File: src/rtl/spi_fe_pkg.sv
package spi_fe_pkg;
  typedef enum logic [1:0] {
    PH_OPC  = 2'd0,
    PH_AHI  = 2'd1,
    PH_ALO  = 2'd2,
    PH_DATA = 2'd3
  } phase_t;
  localparam int BYTE_W = 8;
endpackage

File: src/rtl/spi_fe_sync.sv
module spi_fe_sync #(
  parameter int              W       = 1,
  parameter int              STAGES  = 2,
  parameter logic [W-1:0]    RST_VAL = '0
) (
  input  logic         clk,
  input  logic         rst_n,
  input  logic [W-1:0] d,
  output logic [W-1:0] q
);
  localparam int CHAIN_W = W * STAGES;

  if (STAGES == 1) begin : g_single
    logic [W-1:0] r;
    always_ff @(posedge clk or negedge rst_n)
      if (!rst_n) r <= RST_VAL;
      else        r <= d;
    assign q = r;
  end else begin : g_chain
    logic [CHAIN_W-1:0] chain;
    always_ff @(posedge clk or negedge rst_n)
      if (!rst_n) chain <= {STAGES{RST_VAL}};
      else        chain <= {chain[CHAIN_W-W-1:0], d};
    assign q = chain[CHAIN_W-1 -: W];
  end
endmodule

File: src/rtl/spi_fe_edge.sv
module spi_fe_edge #(
  parameter logic RST_VAL = 1'b0
) (
  input  logic clk,
  input  logic rst_n,
  input  logic lvl,
  output logic rise,
  output logic fall
);
  logic prev;
  always_ff @(posedge clk or negedge rst_n)
    if (!rst_n) prev <= RST_VAL;
    else        prev <= lvl;
  assign rise = lvl & ~prev;
  assign fall = ~lvl & prev;
endmodule

File: src/rtl/spi_fe_oshift.sv
module spi_fe_oshift #(
  parameter int W = 8
) (
  input  logic         clk,
  input  logic         rst_n,
  input  logic         load,
  input  logic         shift,
  input  logic [W-1:0] din,
  output logic         msb
);
  logic [W-1:0] sr;
  always_ff @(posedge clk or negedge rst_n)
    if (!rst_n)     sr <= '0;
    else if (load)  sr <= din;
    else if (shift) sr <= {sr[W-2:0], 1'b0};
  assign msb = sr[W-1];
endmodule

File: src/rtl/spi_mem_frontend.sv
module spi_mem_frontend
  import spi_fe_pkg::*;
#(
  parameter int ADDR_W      = 15,
  parameter int SYNC_STAGES = 2
) (
  input  logic              clk,
  input  logic              rst_n,
  input  logic              cs_n,
  input  logic              sck,
  input  logic              si,
  input  logic              hold_n,
  input  logic              wp_n,
  input  logic [7:0]        rd_data,
  output logic              so,
  output logic              so_oe,
  output logic              op_valid,
  output logic [7:0]        op_code,
  output logic              addr_valid,
  output logic [ADDR_W-1:0] mem_addr,
  output logic              wr_valid,
  output logic [7:0]        wr_data,
  output logic [ADDR_W-1:0] wr_addr,
  output logic              wp_n_sync
);
  localparam int             NIN    = 5;
  localparam logic [NIN-1:0] IN_RST = 5'b11001; // {wp,hold,si,sck,cs}
  localparam int             BIT_W  = $clog2(BYTE_W);

  function automatic logic [ADDR_W-1:0] next_addr(input logic [ADDR_W-1:0] a);
    return a + ADDR_W'(1);
  endfunction

  function automatic logic [ADDR_W-1:0] join_addr(input logic [7:0] hi, input logic [7:0] lo);
    logic [15:0] w;
    w = {hi, lo};
    return w[ADDR_W-1:0];
  endfunction

  // pin synchronisation
  logic [NIN-1:0] pins_s;
  spi_fe_sync #(.W(NIN), .STAGES(SYNC_STAGES), .RST_VAL(IN_RST)) u_sync (
    .clk(clk), .rst_n(rst_n), .d({wp_n, hold_n, si, sck, cs_n}), .q(pins_s)
  );
  logic cs_s, sck_s, si_s, hold_s;
  assign cs_s   = pins_s[0];
  assign sck_s  = pins_s[1];
  assign si_s   = pins_s[2];
  assign hold_s = pins_s[3];
  assign wp_n_sync = pins_s[4];

  logic sck_rise, sck_fall;
  spi_fe_edge #(.RST_VAL(1'b0)) u_edge (
    .clk(clk), .rst_n(rst_n), .lvl(sck_s), .rise(sck_rise), .fall(sck_fall)
  );

  // frame state
  logic             act, held;
  phase_t           st;
  logic [BIT_W-1:0] bit_idx;
  logic [7:0]       in_sr, addr_hi;
  logic [ADDR_W-1:0] ptr;

  assign act = ~cs_s;

  // named events
  logic       take_bit, byte_done, out_load, out_shift, hold_enter, hold_leave;
  logic [7:0] byte_now;
  assign take_bit   = act & ~held & sck_rise;
  assign byte_now   = {in_sr[6:0], si_s};
  assign byte_done  = take_bit & (bit_idx == BIT_W'(BYTE_W-1));
  assign out_load   = act & ~held & sck_fall & (st == PH_DATA) & (bit_idx == '0);
  assign out_shift  = act & ~held & sck_fall & (st == PH_DATA) & (bit_idx != '0);
  assign hold_enter = act & ~held & ~hold_s & ~sck_s;
  assign hold_leave = act &  held &  hold_s & ~sck_s;

  always_ff @(posedge clk or negedge rst_n) begin
    if (!rst_n) begin
      st <= PH_OPC; bit_idx <= '0; held <= 1'b0;
      in_sr <= '0; addr_hi <= '0; ptr <= '0;
      op_valid <= 1'b0; op_code <= '0; addr_valid <= 1'b0;
      wr_valid <= 1'b0; wr_data <= '0; wr_addr <= '0;
    end else begin
      op_valid   <= 1'b0;
      addr_valid <= 1'b0;
      wr_valid   <= 1'b0;
      if (!act) begin
        st <= PH_OPC; bit_idx <= '0; held <= 1'b0;
      end else begin
        if (hold_enter)      held <= 1'b1;
        else if (hold_leave) held <= 1'b0;
        if (take_bit) begin
          in_sr   <= byte_now;
          bit_idx <= bit_idx + BIT_W'(1);
        end
        if (byte_done) begin
          case (st)
            PH_OPC:  begin op_code <= byte_now; op_valid <= 1'b1; st <= PH_AHI; end
            PH_AHI:  begin addr_hi <= byte_now; st <= PH_ALO; end
            PH_ALO:  begin ptr <= join_addr(addr_hi, byte_now); addr_valid <= 1'b1; st <= PH_DATA; end
            PH_DATA: begin
              wr_valid <= 1'b1; wr_data <= byte_now; wr_addr <= ptr;
              ptr <= next_addr(ptr);
            end
          endcase
        end
      end
    end
  end

  spi_fe_oshift #(.W(BYTE_W)) u_oshift (
    .clk(clk), .rst_n(rst_n), .load(out_load), .shift(out_shift), .din(rd_data), .msb(so)
  );

  assign so_oe    = act & ~held & (st == PH_DATA);
  assign mem_addr = ptr;

  // assertions
  a_r8_enter_sck_low: assert property (@(posedge clk) disable iff (!rst_n)
    $rose(held) |-> !$past(sck_s));
  a_r8_frozen: assert property (@(posedge clk) disable iff (!rst_n)
    (held && act) |=> (bit_idx == $past(bit_idx) && in_sr == $past(in_sr)));
  a_r5_so_on_fall: assert property (@(posedge clk) disable iff (!rst_n)
    (so_oe && $past(so_oe) && !$past(sck_fall)) |-> $stable(so));
  a_r2_op_then_addr: assert property (@(posedge clk) disable iff (!rst_n)
    op_valid |-> (st == PH_AHI));
  a_r3_addr_to_data: assert property (@(posedge clk) disable iff (!rst_n)
    addr_valid |-> (st == PH_DATA && bit_idx == '0));
  a_r4_ptr_step: assert property (@(posedge clk) disable iff (!rst_n)
    wr_valid |-> (mem_addr == next_addr(wr_addr)));
endmodule

File: config.mk
export PLATFORM = sky130hd
export DESIGN_NAME = spi_mem_frontend
export DESIGN_NICKNAME = d
export VERILOG_FILES = /design/src/rtl/spi_fe_pkg.sv /design/src/rtl/spi_fe_sync.sv /design/src/rtl/spi_fe_edge.sv /design/src/rtl/spi_fe_oshift.sv /design/src/rtl/spi_mem_frontend.sv
export SDC_FILE = /design/constraint.sdc
export NUM_CORES = 1
export LEC_CHECK = 0
export BUFFER_PORTS_ARGS = -buffer_cell sky130_fd_sc_hd__buf_2
export CAP_MARGIN = 40
export CORE_UTILIZATION = 60
export DETAILED_ROUTE_END_ITERATION = 8
export HOLD_SLACK_MARGIN = 0.12
export PLACE_DENSITY = 0.85
export SLEW_MARGIN = 10
export SYNTH_ARGS = -nofsm -noshare
export SYNTH_HDL_FRONTEND = slang
export SYNTH_SLANG_ARGS = --single-unit
File: constraint.sdc
create_clock -name clk -period 5.4 [get_ports clk]
set_input_delay 1.08 -clock clk [delete_from_list [all_inputs] [get_ports clk]]
set_output_delay 1.08 -clock clk [all_outputs]
set_load 0.02 [all_outputs]
==> results of run 1 <==
## flip-flops by register name, summed over array words and instances (netlist names)
signal	flops
wr_data	8
st	2
wr_addr	15
op_valid	1
wr_valid	1
held	1
in_sr	7
addr_valid	1
addr_hi	7
u_oshift.sr	8
mem_addr	15
op_code	8
u_edge.prev	1
bit_idx	3
u_sync.g_chain.chain	10
## kinds of logic after synthesis
kind of cell / synth area share, %
buffers and inverters: 4.21
DFF: 56.7
and+or+nand+nor: 11.6
muxes: 12.1
AOI/OAI and AO/OA: 12.6
adders and majority gates: 2.57
xor gates and xnor gates: 0.225
## layout make-up
class                      count  area [µm²]
multi-input combinational    217        1520
clock inverter                 4        30.0
inverter                      20        75.1
fill                         440        1630
tap                           75        93.8
sequential                    88        2210
clock buffer                  12         155
timing repair buffer          70         383
## per-stage QoR
step / cell area (µm²) / hold slack (ns) / util, %
after floorplan: 3900 / 0.331 / -
after global placement: 4250 / 0.333 / 69.7
after detailed placement: 4280 / 0.337 / 70.3
after CTS: 4470 / 0.356 / 73.3
after global routing: 4470 / 0.365 / 73.3
final: 4470 / 0.353 / 73.3
## cells in the final DEF, fill, tap and decap left out, drive strengths merged, types with 2 or more instances in the layout
cell type and instances:
o21ai 21, dfrtp 82, a21oi 13, mux2i 11, a2bb2oi 3, a311oi 3
o22a 3, o31ai 4, clkinv 4, buf 70, nand3 6, o211ai 3
nor3b 2, nand4 8, dfstp 6, nand2 35, and3 6, nor2 20
nand2b 4, mux2 32, clkbuf 12, ha 8, o22ai 8, a41oi 7
inv 19, nor4b 2, nor3 3
## worst max-delay path, delay by kind of cell, from the launching register on
kind | cells | cell delay (ns)
fa+ha+maj | 1 | 0.82
flops | 1 | 0.41
simple gates | 1 | 0.34
buf+inv | 1 | 0.22
## routing by layer
metal	routed length, µm	part of all wire, %
met4	144	1.8
met2	3900	48
met5	0	0
met1	3600	44
met3	484	6.0
## power groups by stage
| stage | Clock (W) | Combinational [W] | Sequential, W |
|---|---|---|---|
| 2_1_floorplan | 0 | 0.0000315 | 0.000707 |
| 3_3_place_gp | 0 | 0.0000539 | 0.000716 |
| 3_5_place_dp | 0 | 0.0000571 | 0.000718 |
| 4_1_cts | 0.000426 | 0.0000580 | 0.000705 |
| 5_1_grt | 0.000455 | 0.0000649 | 0.000708 |
| 6_report | 0.000414 | 0.0000570 | 0.000704 |
## final timing paths
check	startpoint	endpoint	slack (ns)	depth (start not counted)
max in group asynchronous	rst_n	u_sync.g_chain.chain[8]$_DFF_PN1_	4.01	2
worst min register to register	u_sync.g_chain.chain[2]$_DFF_PN0_	u_sync.g_chain.chain[7]$_DFF_PN0_	0.35	0
worst min-delay path	u_sync.g_chain.chain[2]$_DFF_PN0_	u_sync.g_chain.chain[7]$_DFF_PN0_	0.35	0
min in group asynchronous	rst_n	op_code[4]$_DFFE_PN0P_	0.71	1
worst max-delay path	st[1]$_DFFE_PN0P_	so_oe	2.18	3
worst max register to register	st[1]$_DFFE_PN0P_	mem_addr[14]$_DFFE_PN0P_	2.56	5
==> impl_metrics.ini, run 1 <==
[worst_setup_path]
path_class = flip-flop to output port
slowest_stage = ha_1
worst_setup_path_end_kind = output port
cp.required_ns = 4.32
cp.arrival_ns = 2.14
cpPeakStageDelay_ns = 0.82
path_cells = ha_1 > nor3b_1 > buf_2
start_kind = flip-flop
cp_max_fo = 28

[sta]
fmax_mhz = 310
finClkSkew_ns = 0.0123
min_period_ns = 3.22
slew_viol_final = 0
worstMarginPinSlew_ns = 0.978
rsz0062_at_grt = false
max_slew_margin_pct = 34.8
finalHoldViolations = 0
fin_crit_sh_pct = 59.7
setup_ws_ns = 2.18
final.setup.tns_ns = 0
setup_viol = 0

[pwr]
switching_power_w = 0.000279
seqPwrFrac_pct = 59.9
clockPowerShare_pct = 35.2
switching_share_pct = 23.7
power_density_mw_per_mm2 = 263
p_int_w = 0.000896
p_total_w = 0.00118
peakVddDrop_mv = 0.243
p_leak_nw = 2.23
combPwrFrac_pct = 4.8

[grt]
track_usage_pct = 26.1
grt_util_met2_pct = 42.2
antenna_found_initial = 0
grt_max_degree = 46
gr-total-overflow = 0
grt_busiest_layer = met2
first_global_vias = 2741
grtUsageMet1_pct = 34.7
grt_pass1_wl_um = 13000
use_met3_pct = 4.73

[place]
place_ws_ns = 2.60
gp_congestion = 0.898
place_hpwl_um = 5570
io_buffers = 66
dp.cells = 470

[clock_tree]
path_clk_slew_ns = 0.08
cts_max_level = 3
cts_tree = built
cts_made_buffers = 9
cts_max_path_buffers = 2
cts_hold_buf = 0
cts_sinks = 88
cts_root_buf = clkbuf_8
clkLatencyLatePin_ns = 0.35
cts_setup_buffers = 0
cts.repair.resized = 0

[routing]
num_vias = 2950
drc = 0
wirelength_um = 8120
viasPerCell = 6.07
avgRoutedWirePerCell_um = 16.7
first_pass_iters = 6
ant_nets = 0
drtIter0Drc = 365

[die]
start_util_pct = 63.9
ioPinCount = 67
die_w_um = 82.6
coreArea_mm2 = 0.00610
die_y_um = 82.6
dieArea_mm2 = 0.00682
rows = 28

[yosys]
synthArstFlopShare_pct = 100
synth_area_leaders = dfrtp_1, mux2_2, dfstp_2, nand2_1, mux2i_1
ys_ff_latch = 88
ys_types = 46
avgSynthCellArea_um2 = 11.3
synth_most_common_cell = dfrtp_1
ys_seq_area_share_pct = 56.7
synth_edf_count = 0
synth_top_area_share_pct = 52.7
synthesis.area_mm2 = 0.00390
ys.flop_type = dfrtp_1
synth_largest_area_cell = dfrtp_1
synth_common_cells = dfrtp_1, nand2_1, mux2_2, o21ai_0, nor2_1
synthCells = 346
syn_nets = 369
yosys_warnings = 0

[layout]
nets = 429
fin_cells = 486
drive_gt1_share_pct = 30.9
antenna_cells = 0
syn_to_final_growth_pct = 14.7

[run]
drv_cap = 0

[min_path]
min_path_type = flip-flop to flip-flop

[status]
status = complete, no violations
(Power assumes the default switching activity.)
==> inputs of run 2 (changes only) <==
- CORE_UTILIZATION: 60 -> 56
- PLACE_DENSITY: 0.85 -> 0.8
- clock period: 5.4 -> 3.2 ns (I/O delays scaled with it)
==> run 2 against run 1 <==
The run now ends with DRC left. Via count decreased by 0.44%. Worst hold slack lost 0.11 ns. Sequential cell count stayed put. Sequential power up 69%. Die area is 7.0% higher. Non-clock buffer count up 2.
==> impl_metrics.ini, run 2 (same netlist as run 1, synthesis figures left out) <==
[die]
start_util_pct = 57.7
die_w_um = 85.4
dieArea_mm2 = 0.00729
die_y_um = 85.4
coreArea_mm2 = 0.00676
rows = 30
ioPinCount = 67

[clock_tree]
cts_hold_buf = 0
clkLatencyLatePin_ns = 0.35
cts_setup_buffers = 0
cts_max_path_buffers = 2
cts_tree = built
cts_max_level = 3
cts_sinks = 88
cts_made_buffers = 9
path_clk_slew_ns = 0.08
cts_root_buf = clkbuf_8
cts.repair.resized = 0

[sta]
slew_viol_final = 0
min_period_ns = 2.35
max_slew_margin_pct = 59.2
final.setup.tns_ns = 0
fin_crit_sh_pct = 73.5
worstMarginPinSlew_ns = 0.612
rsz0062_at_grt = false
finalHoldViolations = 0
setup_viol = 0
finClkSkew_ns = 0.00762
fmax_mhz = 425

[routing]
first_pass_iters = 7
drtIter0Drc = 302
ant_nets = 0
avgRoutedWirePerCell_um = 16.0
drc = 1
num_vias = 2937
viasPerCell = 5.96
wirelength_um = 7910

[layout]
finish.utilization_pct = 66.5
antenna_cells = 0
syn_to_final_growth_pct = 15.4
layout_commonest_cell = dfrtp_1
final_cell_mix = dfrtp_1, buf_2, nand2_1, mux2_2, o21ai_0
nets = 431
drive_gt1_share_pct = 30.5

[grt]
first_global_vias = 2764
grt_pass1_wl_um = 13500
grt_max_degree = 54
antenna_found_initial = 0
gr-total-overflow = 0
track_usage_pct = 23.8

[place]
gp_congestion = 0.880
place_hpwl_um = 5310
io_buffers = 66

[pwr]
switching_power_w = 0.000455
combPwrFrac_pct = 4.8
clockPowerShare_pct = 36.0
p_leak_nw = 2.24
switching_share_pct = 22.7
p_int_w = 0.00155
power_density_mw_per_mm2 = 446
peakVddDrop_mv = 0.249
seqPwrFrac_pct = 59.3

[run]
drv_cap = 0

[status]
status = finished with violations
violations = DRC

[worst_setup_path]
cp.arrival_ns = 1.71
path_class = flip-flop to output port
cp_max_fo = 28
cp.required_ns = 2.56
worst_setup_path_end_kind = output port
start_kind = flip-flop

[min_path]
min_path_type = input pin to asynchronous set/reset pin
run 2: cell types whose count changed in the layout (fill, tap and decap cells not counted):
cell | previous run | this run
buf_12 | 1 | 0
buf_16 | 0 | 1
buf_4 | 3 | 5
bufinv_16 | 0 | 1
clkbuf_1 | 1 | 4
clkbuf_8 | 11 | 9
clkinv_4 | 2 | 0
run 2: stage by stage:
stage	instance area (µm²)	power, W	instances	hold slack [ns]	setup WS, ns
final	4490	0.00200	493	0.240	0.846
after global routing	4490	0.00209	493	0.276	0.737
after CTS	4490	0.00202	493	0.253	0.846
after detailed placement	4310	0.00131	477	0.335	1.04
after global placement	4270	0.00130	475	0.333	1.16
after floorplan	3900	0.00125	346	0.331	1.05
run 2: path summary, 6_finish.rpt:
path / start / end / slack (ns) / cells after the start
max in group asynchronous: rst_n / u_sync.g_chain.chain[4]$_DFF_PN1_ / 2.29 / 2
worst max register to register: bit_idx[0]$_DFFE_PN0P_ / st[0]$_DFFE_PN0P_ / 0.97 / 5
min in group clk: u_sync.g_chain.chain[2]$_DFF_PN0_ / u_sync.g_chain.chain[7]$_DFF_PN0_ / 0.35 / 0
worst max-delay path: st[0]$_DFFE_PN0P_ / so_oe / 0.85 / 4
worst min-delay path: rst_n / wr_addr[7]$_DFFE_PN0P_ / 0.24 / 1
worst min register to register: u_sync.g_chain.chain[2]$_DFF_PN0_ / u_sync.g_chain.chain[7]$_DFF_PN0_ / 0.35 / 0
run 2: routing by layer:
layer  routed length, µm  global-route usage [%]  share of wire [%]
met3                 470                    4.77                5.9
met1                3550                    33.9                 45
met4                 162                    11.2                2.0
met5                   0                       0                  0
met2                3730                    35.4                 47
run 2: worst max-delay path, stage by stage (launching register included):
cell     delay (ns)
dfrtp_1        0.42
ha_1           0.17
buf_4          0.29
nor3b_1        0.27
buf_2          0.21
run 2: power by group through the flow:
stage / registers, W / clock network, W / logic [W]
after detailed placement: 0.00121 / 0 / 0.0000969
after CTS: 0.00119 / 0.000737 / 0.0000981
after floorplan: 0.00119 / 0 / 0.0000531
after global placement: 0.00121 / 0 / 0.0000910
final: 0.00119 / 0.000721 / 0.0000953
after global routing: 0.00120 / 0.000784 / 0.000110
run 2: layout make-up:
type                    instances  area [µm²]
clock buffers                  13         139
clock inverters                 3        42.5
fillers                       537        2260
inverters                      20        75.1
multi-input cells             217        1520
flip-flops and latches         88        2210
well taps                      80         100
repair buffers                 72         405
